**config.mk**
```make
export PLATFORM = sky130hd
export DESIGN_NAME = lime_repl_sel
export DESIGN_NICKNAME = d
export VERILOG_FILES = /design/src/rtl/lime_repl_pkg.sv /design/src/rtl/lime_victim_find.sv /design/src/rtl/lime_rrpv_state.sv /design/src/rtl/lime_repl_sel.sv
export SDC_FILE = /design/constraint.sdc
export NUM_CORES = 1
export LEC_CHECK = 0
export BUFFER_PORTS_ARGS = -buffer_cell sky130_fd_sc_hd__buf_4
export CAP_MARGIN = 20
export CORE_MARGIN = 2
export CORE_UTILIZATION = 35
export CTS_BUF_LIST = sky130_fd_sc_hd__clkbuf_8 sky130_fd_sc_hd__clkbuf_16
export CTS_CLUSTER_DIAMETER = 50
export DETAILED_ROUTE_END_ITERATION = 16
export GPL_ROUTABILITY_DRIVEN = 0
export GPL_TIMING_DRIVEN = 0
export HOLD_SLACK_MARGIN = 0.05
export PLACE_DENSITY = 0.56
export SLEW_MARGIN = 30
export SYNTH_ARGS = -nofsm -noshare
export SYNTH_HDL_FRONTEND = slang
export SYNTH_HIERARCHICAL = 1
export SYNTH_SLANG_ARGS = --single-unit
export TNS_END_PERCENT = 50
```
**constraint.sdc**
```tcl
create_clock -name clk -period 5.5 [get_ports clk]
set_clock_uncertainty 0.05 [all_clocks]
set_input_delay 0.825 -clock clk [delete_from_list [all_inputs] [get_ports clk]]
set_output_delay 0.825 -clock clk [all_outputs]
set_load 0.005 [all_outputs]
```
**src/rtl/lime_repl_pkg.sv**
```systemverilog
package lime_repl_pkg;

   typedef enum logic [1:0] {
      ACC_LOAD  = 2'b00,
      ACC_STORE = 2'b01,
      ACC_WBACK = 2'b10,
      ACC_PREF  = 2'b11
   } acc_kind_e;

   typedef enum logic [1:0] {
      UPD_NONE    = 2'b00,
      UPD_PROMOTE = 2'b01,
      UPD_DEMAND  = 2'b10,
      UPD_FIXED   = 2'b11
   } upd_kind_e;

   function automatic logic is_demand(input logic [1:0] kind);
      return ~kind[1];
   endfunction

endpackage

```
**src/rtl/lime_victim_find.sv**
```systemverilog
module lime_victim_find #(
   parameter int WAYS   = 4,
   parameter int RRPV_W = 2,
   localparam int WAY_W = (WAYS > 1) ? $clog2(WAYS) : 1
) (
   input  logic [WAYS*RRPV_W-1:0] rrpv_flat,
   output logic [WAY_W-1:0]       victim,
   output logic [RRPV_W-1:0]      age_amt
);
   localparam logic [RRPV_W-1:0] RMAX = {RRPV_W{1'b1}};

   logic [RRPV_W-1:0] top_val;

   always_comb begin
      top_val = '0;
      for (int i = 0; i < WAYS; i++) begin
         if (rrpv_flat[i*RRPV_W +: RRPV_W] > top_val)
            top_val = rrpv_flat[i*RRPV_W +: RRPV_W];
      end
   end

   always_comb begin
      victim = '0;
      for (int i = WAYS - 1; i >= 0; i--) begin
         if (rrpv_flat[i*RRPV_W +: RRPV_W] == top_val)
            victim = WAY_W'(i);
      end
   end

   assign age_amt = RMAX - top_val;

endmodule

```
**src/rtl/lime_rrpv_state.sv**
```systemverilog
module lime_rrpv_state
   import lime_repl_pkg::*;
#(
   parameter int WAYS        = 4,
   parameter int RRPV_W      = 2,
   parameter int INSERT_RRPV = 2,
   parameter int FIXED_WAY   = 0,
   localparam int WAY_W      = (WAYS > 1) ? $clog2(WAYS) : 1
) (
   input  logic                   clk,
   input  logic                   rst_n,
   input  upd_kind_e              upd_kind,
   input  logic [WAY_W-1:0]       upd_way,
   input  logic [RRPV_W-1:0]      age_amt,
   output logic [WAYS*RRPV_W-1:0] rrpv_flat
);
   localparam logic [RRPV_W-1:0] RMAX = {RRPV_W{1'b1}};
   localparam logic [RRPV_W-1:0] RINS = RRPV_W'(INSERT_RRPV);

   for (genvar g = 0; g < WAYS; g++) begin : g_way
      logic [RRPV_W-1:0] val_q;
      logic              sel;

      assign sel = (upd_way == WAY_W'(g));

      always_ff @(posedge clk) begin
         if (!rst_n) begin
            val_q <= RMAX;
         end else begin
            unique case (upd_kind)
               UPD_PROMOTE: if (sel) val_q <= '0;
               UPD_DEMAND:  val_q <= sel ? RINS : (val_q + age_amt);
               UPD_FIXED:   if (g == FIXED_WAY) val_q <= RMAX;
               default:     ;
            endcase
         end
      end

      assign rrpv_flat[g*RRPV_W +: RRPV_W] = val_q;
   end

endmodule

```
**src/rtl/lime_repl_sel.sv**
```systemverilog
module lime_repl_sel
   import lime_repl_pkg::*;
#(
   parameter int WAYS        = 4,
   parameter int RRPV_W      = 2,
   parameter int INSERT_RRPV = 2,
   parameter int FIXED_WAY   = 0,
   localparam int WAY_W      = (WAYS > 1) ? $clog2(WAYS) : 1
) (
   input  logic             clk,
   input  logic             rst_n,
   input  logic             req_valid,
   input  logic [1:0]       req_type,
   input  logic             req_hit,
   input  logic [WAY_W-1:0] req_hit_way,
   input  logic             pred_keep,
   output logic             rsp_valid,
   output logic             rsp_bypass,
   output logic             rsp_fill,
   output logic [WAY_W-1:0] rsp_way
);
   if (WAYS < 2) begin : g_bad_ways
      $error("lime_repl_sel: WAYS must be at least 2");
   end
   if (RRPV_W < 1) begin : g_bad_width
      $error("lime_repl_sel: RRPV_W must be at least 1");
   end
   if (INSERT_RRPV < 0 || INSERT_RRPV >= (1 << RRPV_W)) begin : g_bad_ins
      $error("lime_repl_sel: INSERT_RRPV out of range");
   end
   if (FIXED_WAY < 0 || FIXED_WAY >= WAYS) begin : g_bad_fixed
      $error("lime_repl_sel: FIXED_WAY out of range");
   end

   logic [WAYS*RRPV_W-1:0] rrpv_flat;
   logic [WAY_W-1:0]       victim;
   logic [RRPV_W-1:0]      age_amt;
   upd_kind_e              upd_kind;
   logic [WAY_W-1:0]       upd_way;
   logic                   demand;

   assign demand = is_demand(req_type);

   lime_victim_find #(
      .WAYS   (WAYS),
      .RRPV_W (RRPV_W)
   ) u_find (
      .rrpv_flat (rrpv_flat),
      .victim    (victim),
      .age_amt   (age_amt)
   );

   always_comb begin
      upd_kind = UPD_NONE;
      upd_way  = victim;
      if (req_valid) begin
         if (req_hit) begin
            upd_way = req_hit_way;
            if (demand) upd_kind = UPD_PROMOTE;
         end else if (!demand) begin
            upd_kind = UPD_FIXED;
            upd_way  = WAY_W'(FIXED_WAY);
         end else if (pred_keep) begin
            upd_kind = UPD_DEMAND;
         end
      end
   end

   lime_rrpv_state #(
      .WAYS        (WAYS),
      .RRPV_W      (RRPV_W),
      .INSERT_RRPV (INSERT_RRPV),
      .FIXED_WAY   (FIXED_WAY)
   ) u_state (
      .clk       (clk),
      .rst_n     (rst_n),
      .upd_kind  (upd_kind),
      .upd_way   (upd_way),
      .age_amt   (age_amt),
      .rrpv_flat (rrpv_flat)
   );

   always_ff @(posedge clk) begin
      if (!rst_n) begin
         rsp_valid  <= 1'b0;
         rsp_bypass <= 1'b0;
         rsp_fill   <= 1'b0;
         rsp_way    <= '0;
      end else begin
         rsp_valid  <= req_valid;
         rsp_bypass <= req_valid && !req_hit && demand && !pred_keep;
         rsp_fill   <= req_valid && !req_hit && (!demand || pred_keep);
         rsp_way    <= req_valid ? upd_way : '0;
      end
   end

endmodule

```
==> metrics.txt <==
Comb power frac 74.2%; CTS Buffer Depth 2; slew margin rel. between 60% and 70%; sequential share of power ~16%; dpl cells a little over 200; Async S/R FF share, synth 0%; Crit Path Category flop to flop; worst-path fanout max 10; die height 63.9 um; diodes inserted 0; worst slew pin tran 0.451 ns; Sw Pwr 0.432 mW; PD cells 633 mW/mm^2; synth top area cells dfxtp_1, ha_1, xor2_1; H-tree levels 1; PortBufs 12; worst-path cell chain inv_1 > ha_1 > nand2b_1 > a21oi_2 > nor2_1 > ha_1 > nand2b_1 > o21a_1 > o31ai_4 > ha_1 > nor2b_1 > o21ai_2 > mux2i_2 > mux2i_1 > o21ba_1 > a32o_1 > buf_4 > or3b_1 > a21oi_1 > o31ai_1; Final Cycle Share 87.4%; setup bufs post-CTS 0; cells after synthesis 147; Area growth syn-to-layout 15.4%; post-synth top area cell dfxtp_1; CP endpoint kind flop; die width between 60 and 70 um; worst skew pair latency 0.25 ns; CP top delay family compound AO/OA/AOI/OAI gates; fmax 208 MHz; Clk pwr share 9.4%; Worst EP required 5.57 ns; first-pass GRT wire length 4.96 mm; post-route insts no fill 209; IO Count 14; Post-CTS Resized 0; # DRC 0; Die Footprint approximately 0.0041 mm^2; number of global-route vias before repair 1129; RSZ-0062 raised after global routing no; Critical path buffers and inverters 2; leakage power 0.713 nW; drt total wl around 2.8 mm; Hold-fix buffers, CTS 0; CTS tree built; initial antenna violation count 0; layout cells sized above 1 18.4%; CP peak stage delay 0.49 ns; clock sinks 13; setup TNS 0 ns; routed via count 1102; Core Area 0.00339 mm^2; Mapped Avg Cell Area 8.55 um^2; Via density 5.27; internal power 0.487 mW; Final ANT Viol Nets 0; synthesized net count between 150 and 200; slowest cell on the critical path mux2i_2; critical path arrival roughly 5 ns; Netlist Area Pre-Place 0.00126 mm^2; Synth cell types 48; count leader, synth ha_1; largest net degree at the start of global routing 11; clk slew on worst S/H paths 0.06 ns; Top cell by count, worst path ha_1; DP HPWL 2.22 mm; # nets final 187; DRT iter0 DRCs 31; maxcap violations 0; Peak VDD IR 0.279 mV; Overflow after GRT 0; Final Util 42.8%; number of flops mapped to enable cells by yosys 0; crit path time final between 4 and 5 ns; GR Util All Layers 15.5%; Slew Limit Fails 0; number of warnings issued by yosys 6; Clock Tree Root clkbuf_8; register area share after synthesis 20.7%; final setup fails 0; commonest cells in the synthesized netlist ha_1, dfxtp_1, inv_1; post-synth top area share 20.7%; Fin. Hold Viols 0; Main synth FF type dfxtp_1; CP Launch Type flop; Rows 21; HP Class flop to flop; switching part of the total 47.0%; flop2flop setup slack 0.69 ns; Initial Util 37.1%; TritonRoute pass-1 iters 4; WL/cell 13.6 um; CTS buffer count 3; Synth Register Bits 13; outcome complete, no violations
metal layers:
layer,wire (um),track usage (%)
met5,0,0
met4,20,5.16
met3,46,3.70
met2,1380,26.8
met1,1390,18.8
kinds of logic (layout without fill, tap and decap cells):
family / Yosys count / after routing / synth area share (%)
and+or+nand+nor: 49 / 49 / 24.4
AOI/OAI and AO/OA: 42 / 42 / 25.2
buffers and inverters: 17 / 33 / 6.77
adders and majority gates: 14 / 14 / 13.9
DFF: 13 / 13 / 20.7
xor gates and xnor gates: 9 / 9 / 6.28
muxes: 3 / 3 / 2.69
layout by cell type, fill, tap and decap left out, types with 5 or more instances in the layout:
master,synthesis,layout
nand2_1,9,9
o211ai_1,6,6
inv_1,11,11
xor2_1,7,7
dfxtp_1,13,13
nand2b_1,8,8
a21oi_1,5,5
buf_4,1,13
ha_1,14,14
nor2_1,5,5
o31ai_1,6,6
worst min-delay path, cell delays in order (launching register included):
cell,delay [ns]
dfxtp_1,0.37
nand3_1,0.10
o211ai_1,0.08
state kept, by name, indices dropped and copies added (netlist names):
register / flops
rsp_bypass: 1
rsp_fill: 1
rsp_valid: 1
rsp_way: 2
u_state/g_way.val_q: 8
metrics by stage:
stage / total power, mW / worst slack (ns) / cell area (um^2) / hold slack, ns
after floorplan: 0.712 / 1.19 / 1260 / 0.482
after global placement: 0.810 / 0.747 / 1400 / 0.521
after detailed placement: 0.831 / 0.674 / 1400 / 0.544
after CTS: 0.926 / 0.643 / 1450 / 0.552
after global routing: 1.02 / 0.285 / 1450 / 0.582
final: 0.919 / 0.695 / 1450 / 0.551
area by class of cell:
type	count	area, um^2
plain buffers	6	43.8
clock buffers	3	41.3
clock inverters	1	5.00
fillers	340	1940
inverters	11	41.3
multi-input cells	117	911
flip-flops and latches	13	260
well taps	46	57.6
repair buffers	12	90.1
worst paths after layout:
kind	startpoint	to	depth (start not counted)
max	u_state/g_way[1].val_q[1]	u_state/g_way[0].val_q[1]	20
min	u_state/g_way[3].val_q[0]	u_state/g_way[3].val_q[0]	2
max reg2reg	u_state/g_way[1].val_q[1]	u_state/g_way[0].val_q[1]	20
min reg2reg	u_state/g_way[3].val_q[0]	u_state/g_way[3].val_q[0]	2
power groups by stage:
stage | combinational, mW | sequential [mW] | clock, mW
6_report | 0.682 | 0.150 | 0.0866
5_1_grt | 0.773 | 0.156 | 0.0939
3_3_place_gp | 0.659 | 0.151 | 0
2_1_floorplan | 0.571 | 0.141 | 0
3_5_place_dp | 0.678 | 0.153 | 0
4_1_cts | 0.684 | 0.151 | 0.0908
Note: power is estimated with default switching activity, not from simulation.
